===== src/rtl/banked_pc_pkg.sv =====
package banked_pc_pkg;
  typedef enum logic [2:0] {
    OP_HOLD = 3'd0,
    OP_STEP = 3'd1,
    OP_JUMP = 3'd2,
    OP_CALL = 3'd3,
    OP_RET  = 3'd4,
    OP_RETR = 3'd5,
    OP_IRQ  = 3'd6
  } pc_op_e;
endpackage


===== src/rtl/pc_op_decode.sv =====
module pc_op_decode
  import banked_pc_pkg::*;
(
  input  logic   step,
  input  logic   jump,
  input  logic   call,
  input  logic   ret,
  input  logic   retr,
  input  logic   irq,
  output pc_op_e op,
  output logic   push,
  output logic   pop
);
  always_comb begin
    if (irq)       op = OP_IRQ;
    else if (retr) op = OP_RETR;
    else if (ret)  op = OP_RET;
    else if (call) op = OP_CALL;
    else if (jump) op = OP_JUMP;
    else if (step) op = OP_STEP;
    else           op = OP_HOLD;
  end

  always_comb begin
    push = (op == OP_IRQ) || (op == OP_CALL);
    pop  = (op == OP_RET) || (op == OP_RETR);
  end
endmodule


===== src/rtl/bank_sel_reg.sv =====
module bank_sel_reg (
  input  logic clk,
  input  logic rst,
  input  logic sel_lo,
  input  logic sel_hi,
  output logic bank_q
);
  always_ff @(posedge clk) begin
    if (rst) bank_q <= 1'b0;
    else if (sel_hi && !sel_lo) bank_q <= 1'b1;
    else if (sel_lo && !sel_hi) bank_q <= 1'b0;
  end

  // the upper select alone sets the flip-flop
  assert_hi_sets_R3: assert property (@(posedge clk) disable iff (rst)
    (sel_hi && !sel_lo) |=> bank_q);
  // both selects together leave it alone
  assert_both_hold_R3: assert property (@(posedge clk) disable iff (rst)
    (sel_hi && sel_lo) |=> $stable(bank_q));
endmodule


===== src/rtl/ret_stack.sv =====
module ret_stack #(
  parameter int W     = 12,
  parameter int DEPTH = 8
) (
  input  logic         clk,
  input  logic         rst,
  input  logic         push,
  input  logic         pop,
  input  logic [W-1:0] push_data,
  output logic [W-1:0] pop_data
);
  localparam int SP_W = (DEPTH > 1) ? $clog2(DEPTH) : 1;

  logic [W-1:0]    mem [DEPTH];
  logic [SP_W-1:0] sp_q;
  logic [SP_W-1:0] sp_dec;

  assign sp_dec   = sp_q - 1'b1;
  assign pop_data = mem[sp_dec];

  always_ff @(posedge clk) begin
    if (push) mem[sp_q] <= push_data;
  end

  always_ff @(posedge clk) begin
    if (rst)       sp_q <= '0;
    else if (push) sp_q <= sp_q + 1'b1;
    else if (pop)  sp_q <= sp_dec;
  end

  // the decoder never asks for push and pop at once
  assert_push_pop_excl_R11: assert property (@(posedge clk) disable iff (rst)
    !(push && pop));
  // a pop followed by a push leaves the pointer where it started
  assert_ptr_wrap_R10: assert property (@(posedge clk) disable iff (rst)
    (pop && !push) |=> (push |=> sp_q == $past(sp_q, 2)));
endmodule


===== src/rtl/banked_pc.sv =====
module banked_pc
  import banked_pc_pkg::*;
#(
  parameter int ADDR_W      = 12,
  parameter int STACK_DEPTH = 8,
  parameter int VEC_A       = 3,
  parameter int VEC_B       = 7
) (
  input  logic                clk,
  input  logic                rst,
  input  logic                step_i,
  input  logic                sel_lo_i,
  input  logic                sel_hi_i,
  input  logic                jump_i,
  input  logic                call_i,
  input  logic [ADDR_W-2:0]   target_i,
  input  logic                ret_i,
  input  logic                retr_i,
  input  logic                irq_i,
  input  logic                irq_vec_i,
  output logic [ADDR_W-1:0]   pc_o,
  output logic                bank_o,
  output logic                in_isr_o
);
  localparam int OFF_W = ADDR_W - 1;
  localparam logic [ADDR_W-1:0] VEC_ADDR_A = ADDR_W'(VEC_A);
  localparam logic [ADDR_W-1:0] VEC_ADDR_B = ADDR_W'(VEC_B);

  pc_op_e            op;
  logic              push, pop;
  logic [ADDR_W-1:0] pc_q, pc_d, push_data, pop_data;
  logic [OFF_W-1:0]  off_inc;
  logic              bank_q, isr_q, isr_d, load_bit;

  pc_op_decode u_dec (
    .step(step_i), .jump(jump_i), .call(call_i), .ret(ret_i),
    .retr(retr_i), .irq(irq_i), .op(op), .push(push), .pop(pop)
  );

  bank_sel_reg u_bank (
    .clk(clk), .rst(rst), .sel_lo(sel_lo_i), .sel_hi(sel_hi_i), .bank_q(bank_q)
  );

  ret_stack #(.W(ADDR_W), .DEPTH(STACK_DEPTH)) u_stack (
    .clk(clk), .rst(rst), .push(push), .pop(pop),
    .push_data(push_data), .pop_data(pop_data)
  );

  assign off_inc  = pc_q[OFF_W-1:0] + 1'b1;
  assign load_bit = isr_q ? 1'b0 : bank_q;

  always_comb begin
    push_data = (op == OP_IRQ) ? pc_q : {pc_q[ADDR_W-1], off_inc};
  end

  always_comb begin
    pc_d  = pc_q;
    isr_d = isr_q;
    case (op)
      OP_IRQ: begin
        pc_d  = irq_vec_i ? VEC_ADDR_B : VEC_ADDR_A;
        isr_d = 1'b1;
      end
      OP_RETR: begin
        pc_d  = pop_data;
        isr_d = 1'b0;
      end
      OP_RET:  pc_d = {pop_data[ADDR_W-1] & ~isr_q, pop_data[OFF_W-1:0]};
      OP_CALL: pc_d = {load_bit, target_i};
      OP_JUMP: pc_d = {load_bit, target_i};
      OP_STEP: pc_d = {pc_q[ADDR_W-1], off_inc};
      default: pc_d = pc_q;
    endcase
  end

  always_ff @(posedge clk) begin
    if (rst) begin
      pc_q  <= '0;
      isr_q <= 1'b0;
    end else begin
      pc_q  <= pc_d;
      isr_q <= isr_d;
    end
  end

  assign pc_o     = pc_q;
  assign bank_o   = bank_q;
  assign in_isr_o = isr_q;

  // a step keeps the bank bit and advances the offset
  assert_step_keeps_bank_R2: assert property (@(posedge clk) disable iff (rst)
    (step_i && !jump_i && !call_i && !ret_i && !retr_i && !irq_i) |=>
      (pc_q[ADDR_W-1] == $past(pc_q[ADDR_W-1]) &&
       pc_q[OFF_W-1:0] == $past(pc_q[OFF_W-1:0]) + OFF_W'(1)));
  // a bank select by itself does not move the counter
  assert_sel_no_pc_R3: assert property (@(posedge clk) disable iff (rst)
    ((sel_lo_i || sel_hi_i) && !step_i && !jump_i && !call_i && !ret_i &&
     !retr_i && !irq_i) |=> $stable(pc_q));
  // an interrupt lands on one of the two vectors with the flag set
  assert_irq_vector_R7: assert property (@(posedge clk) disable iff (rst)
    irq_i |=> (isr_q && (pc_q == VEC_ADDR_A || pc_q == VEC_ADDR_B)));
  // bit 11 stays low for the whole service routine
  assert_isr_bank_zero_R8: assert property (@(posedge clk) disable iff (rst)
    isr_q |-> !pc_q[ADDR_W-1]);
  // a plain return leaves the flag alone
  assert_ret_keeps_flag_R6: assert property (@(posedge clk) disable iff (rst)
    (ret_i && !retr_i && !irq_i) |=> (isr_q == $past(isr_q)));
endmodule


===== config.mk =====
export PLATFORM = sky130hd
export DESIGN_NAME = banked_pc
export DESIGN_NICKNAME = d
export VERILOG_FILES = /design/src/rtl/banked_pc_pkg.sv /design/src/rtl/pc_op_decode.sv /design/src/rtl/bank_sel_reg.sv /design/src/rtl/ret_stack.sv /design/src/rtl/banked_pc.sv
export SDC_FILE = /design/constraint.sdc
export NUM_CORES = 1
export LEC_CHECK = 0
export BUFFER_PORTS_ARGS = -buffer_cell sky130_fd_sc_hd__buf_2
export CAP_MARGIN = 10
export CORE_MARGIN = 4
export CORE_UTILIZATION = 35
export CTS_BUF_LIST = sky130_fd_sc_hd__clkbuf_4 sky130_fd_sc_hd__clkbuf_8 sky130_fd_sc_hd__clkbuf_16
export DETAILED_ROUTE_END_ITERATION = 6
export PLACE_DENSITY = 0.47
export REMOVE_ABC_BUFFERS = 1
export SLEW_MARGIN = 0
export SYNTH_ARGS = -nofsm -noshare
export SYNTH_HDL_FRONTEND = slang
export SYNTH_SLANG_ARGS = --single-unit

===== constraint.sdc =====
create_clock -name clk -period 6.5 [get_ports clk]
set_clock_uncertainty 0.05 [all_clocks]
set_input_delay 1.625 -clock clk [delete_from_list [all_inputs] [get_ports clk]]
set_output_delay 1.625 -clock clk [all_outputs]
set_load 0.01 [all_outputs]

# == Word-level counts from Yosys, hierarchy flattened ==
# Memories as Yosys holds them, arrays and structs flattened.
# Index checks and enable logic that the tools add are counted.
# Widths: inputs -> output; s select.
# word_totals
memories,1
in_bits,22
ramBits,96
reg_bits,17
out_inout_bits,14
elab_cells,48
# memory_table
name,words,width,rd,rd_clocked_by_memory_dff,write_ports,line_no,text
u_stack.mem,8,12,1,0,1,ret_stack.sv:14,logic [W-1:0] mem [DEPTH];
# classes
eq_ne,6
n_addsub,3
mux,17
n_reduce_logical,13
bitwise_logic,3
# ops
cell,n
$pmux 12 s5,1
$mux 3,8
$add 11x1->11 const B,1
$mux 11,1
$eq 3x3->1 const B,3
$eq 3x2->1 const B,2
$mux 1,6
$reduce_bool 2->1,3
$reduce_bool 5->1,1
$reduce_bool 4->1,1
$add 3x1->3 const B,1
$eq 3x1->1 const B,1
$sub 3x1->3 const B,1
$logic_and 1x1->1,2
$logic_not 1->1,2
$logic_or 1x1->1,2
$not 1->1,2
$pmux 1 s2,1
$reduce_and 2->1,1
$reduce_or 2->1,1
$and 1x1->1,1

# == Depth between registers and ports, before layout ==
# depth
depth_word,10
depth_mapped,10

# == Cells and area by module ==
# Synthesis repeated with hierarchy kept, for this count alone.
# hier_totals
cells_unflattened,412
hier_area_um2,5172.5
# by_module_without_submodules
module,instances,cells_each,seq_area_each_um2,area_each_um2
ret_stack,1,253,2942.8,4031.4
banked_pc,1,144,260.2,1027.2
pc_op_decode,1,10,0.0,63.8
bank_sel_reg,1,5,20.0,50.0

# == Least setup slack after synthesis ==
# Ideal clock, no wire load.
# synth_path
path_type,in2reg
startpoint,input port irq_i
endpoint,memory u_stack.mem[1][0] (enable)
setup_time_ns,0.396
t_required_ns,6.054
setup_slack_ns,3.067
path_stages,4
path_buffers,1
t_arrival_ns,2.987
path_cell_list,clkbuf_1 > or2_2 > nand2_1 > nor3_1
# synth_via
elab_chain_len,5
elab_cells_between_ends,6
# synth_lines
item,line_no,text
start: declaration,banked_pc.sv:19,"input logic irq_i,"
$mux 3 (*),pc_op_decode.sv:15,if (irq) op = OP_IRQ;
$eq 3x3->1 / $eq 3x2->1 (equally long branches),pc_op_decode.sv:25,push = (op == OP_IRQ) || (op == OP_CALL);
$logic_or 1x1->1 (*),pc_op_decode.sv:25,
$mux 1 (*),ret_stack.sv:22,if (push) mem[sp_q] <= push_data;
$mux 1 (not written as such) (*),ret_stack.sv:22,
end: declaration,ret_stack.sv:14,
# Every way passes the cells marked *; elsewhere a longest branch is shown, timed or not.

# == Worst setup path after layout ==
# layout_path
startpoint,input port ret_i
endpoint,memory u_stack.mem[5][8] (enable)
# layout_via
elab_chain_len,7
elab_cells_between_ends,8
# layout_lines
item,line_no,text
start: declaration,banked_pc.sv:17,"input logic ret_i,"
$mux 3 (*),pc_op_decode.sv:17,else if (ret) op = OP_RET;
$mux 3 (*),pc_op_decode.sv:16,else if (retr) op = OP_RETR;
$mux 3 (*),pc_op_decode.sv:15,
$eq 3x3->1 / $eq 3x2->1 (equally long branches),pc_op_decode.sv:25,
$logic_or 1x1->1 (*),pc_op_decode.sv:25,
$mux 1 (*),ret_stack.sv:22,
$mux 1 (not written as such) (*),ret_stack.sv:22,
# Marked as above.

==> impl.org <==
** Power
- Relative contribution of combinational cells to total power :: 11.2%
- Worst IR drop on VDD :: 0.000175 V
- Summing internal, switching and leakage power gives 2.05 mW.
- Switching share of power :: 23.3%
- Cell internal pwr :: 1.57 mW
- Clock network fraction of total power :: 45.8%
- In this run the static leakage power is 2.05 nW.
- The analysis attributes to net switching a power of 0.477 mW.
- Of the total power, registers draw 43.0%.
- Dividing total power by cell area gives a power density of 350 mW/mm^2.

** STA
- Of the available clock period, the critical path in the final layout requires 50.7%.
- Summed over all failing endpoints, the final setup total negative slack is 0 ps.
- The final max-slew violation count is 0.
- Setup violations remaining at the end of the flow were counted as 0.
- In the post-route analysis, the smallest setup slack over all paths is 3200 ps.
- The final hold violation count came to 0.
- The smallest clock period supported by the final layout is computed as 3300 ps.
- At the pin with the least slew margin, the transition time is 1150 ps.
- Slew Limit Headroom :: 23.0%
- RSZ-0062 raised after global routing :: false
- Hold timing on the final database bottoms out at a slack of 491 ps.
- Derived from the worst setup path, the maximum achievable clock frequency is 0.303 GHz.

** Routing
- Pre-Repair DR Iteration Count :: 5
- Avg WL per Cell :: 23.1 um
- The routed layout has 2863 vias.
- Via-to-Cell Ratio :: 5.26
- Wire length after detailed routing :: 12.6 mm
- Routed Antenna Nets :: 0
- Initial drt markers :: 230
- After detailed routing, the number of remaining DRC violations is 0.

** Finish
- For this run, the number of standard cells in the final layout without fillers is 544.
- The layout has 1231 filler cells.
- Fraction of final layout cells with drive strength greater than 1 :: 27.5%
- Final Core Density :: 42.3%
- The repair_antennas step left the layout with diodes totalling 0.
- In the final design database the tool counted 378 nets.
- Synth-to-Final Area Change :: 18.6%
- Non-Filler Cell Area, Final :: 0.00585 mm^2

** Placed design
- Worst-case setup slack after placement :: 2750 ps
- In this run, placement finished with an instance count of 512.
- Detailed placement finished with a half-perimeter wire length of 8.77 mm.
- The placed instances occupy a cell area of 0.00525 mm^2.
- At the end of routability-driven placement, the weighted congestion stood at 0.790.
- Number of buffer cells added on primary ports :: 35

** Synthesis
- Ys flop type :: edfxtp_1
- Synth async-reset ratio :: 0%
- In this run, synthesis produced a sequential element count of 113.
- Gate count after technology mapping :: 316
- Cell area after synthesis :: 0.00493 mm^2
- Area share of the largest cell type after synthesis :: 58.4%
- Sequential area share after synthesis :: 65.3%
- Number of different library cells in the post-synthesis netlist :: 43
- Mean cell area of the mapped netlist :: 15.6 um^2
- Synth warnings :: 0
- In the post-synthesis netlist, the biggest area contributors are edfxtp_1, mux4_2, dfxtp_1, mux4_1, mux2_2.
- Summed over all instances, the cell type with the most area after synthesis is edfxtp_1.
- Yosys mapped a number of flops with a built-in enable equal to 96.

** Clock tree
- The root buffer cell chosen for the clock tree is clkbuf_16.
- CTS tree :: yes
- Post-cts repair resize count :: 0
- Buffers inserted during clock tree synthesis total 17.
- The longest clock path from root to sink contains 2 buffers.
- Clock-pin slew was measured on the worst setup and hold paths at 50 ps.
- Worst skew pair latency :: 400 ps
- H-tree depth reported by CTS :: 4
- Sink Count :: 113
- After clock tree synthesis, the setup repair step added 0 buffers.
- Post-cts hold buffer count :: 0

** Floorplan
- Number of ports placed on the die boundary :: 36
- Die footprint :: 0.0161 mm^2
- Initial Utilization :: 35.7%
- The total area inside the core boundary comes to 0.0138 mm^2.
- Width of the die :: 127 um
- Die span in y :: 127 um
- The floorplan has 43 rows.

** Critical path
- Type of element launching the critical path :: input port
- Slowest cell on crit path :: nor2_1
- For the worst setup path, the data required time is 6470 ps.
- CP top delay family :: simple AND/OR/NAND/NOR gates
- Counting both buffers and inverters, the worst setup path holds a total of 1.
- The critical path is of the in2reg type.
- Data on the critical path arrives at its endpoint at 3270 ps.
- Maximum cell stage delay along the critical path :: 910 ps
- Crit end category :: register
- Critical path, cell by cell :: buf_2 -> nor3b_1 -> or2_2 -> nand2_1 -> nor2_1
- Of all nets on the critical path, the largest fanout is 12.

** Flow run
- Max_cap viols :: 0

** Outcome
- Outcome :: finished clean

** Min path
- The tightest min-delay check is of the reg2reg type.

** Global route
- The number of global-route vias before repair came to 2894.
- Global routing finished with a remaining overflow of 0.
- The first global-routing pass estimated 18.7 mm of wire.
- Entering global routing, the biggest net connects 28 pins.
- The initial antenna violation count was 0.
- Global routing used 16.3% of the available tracks.
placed cells by master (no fill, tap or decap), types with 8 or more instances in the layout:
master and n:
nand2_1 17, nor3_1 10, clkbuf_16 17, xor2_1 9
xnor2_1 8, dfxtp_1 16, edfxtp_1 96, mux4_2 18
nor2_1 20, buf_2 35
kinds of logic after synthesis:
group | synth area share [%]
and+or+nand+nor | 8.32
adders and majority gates | 1.01
DFF | 65.3
AOI/OAI and AO/OA | 5.10
xor gates and xnor gates | 3.35
buffers and inverters | 2.89
muxes | 14.0
cell usage after synthesis (2+ instances only):
master,count
and3_1,3
mux2_2,7
nor2_1,20
buf_4,2
a22oi_1,6
inv_1,7
dfxtp_1,17
mux4_2,18
nand2_1,17
clkbuf_1,12
a221o_1,2
a21oi_1,6
o31a_1,3
nand3_1,7
o21ai_0,5
nor3_1,12
nor4_1,7
nand4_1,4
ha_1,4
buf_2,5
nand2b_1,2
nor4b_1,2
edfxtp_1,96
a311oi_1,2
a222oi_1,2
mux2i_1,5
xor2_1,9
xnor2_1,8
or3_1,3
mux4_1,6
or2_2,2
a31oi_1,4
worst min-delay path, stage by stage, from the launching register on:
cell and delay (ps):
dfxtp_1 320, nand2b_1 100, a21oi_1 70
metal layers:
metal	vias up	track usage, %	share of wire, %
met5	-	0	0
met4	0	5.43	0.92
met3	9	4.38	5.3
met2	86	25.1	47
met1	1445	22.5	46
li1	1323	-	-
worst paths after layout:
check	end	cells after the start	from	slack, ps
hold / removal	in_isr_o	2	in_isr_o	490
setup reg to reg	pc_o[6]	6	u_stack.sp_q[0]	3280
setup / recovery	u_stack.mem[5][8]	5	ret_i	3200
hold reg to reg	in_isr_o	2	in_isr_o	490
power groups by stage:
stage | combinational, mW | sequential, mW | clock (mW)
final | 0.229 | 0.881 | 0.939
after global routing | 0.245 | 0.886 | 0.996
after CTS | 0.231 | 0.881 | 0.961
after detailed placement | 0.230 | 0.895 | 0
after global placement | 0.231 | 0.894 | 0
after floorplan | 0.140 | 0.882 | 0
registers in the layout (all words and copies together), names as in the netlist:
register       cells
u_stack.mem       96
in_isr_o           1
u_bank.bank_q      1
pc_o              12
u_stack.sp_q       3
area by class of cell:
cell class              instances  area, um^2  area share (%)
clock inverters                13         169            2.89
multi-input cells             175        1580            27.0
repair buffers                 38         198            3.38
inverters                       7        26.3           0.449
well taps                     180         225            3.85
flip-flops and latches        113        3220            55.1
clock buffers                  18         433            7.39
No activity file was read; power rests on OpenSTA's default activity.
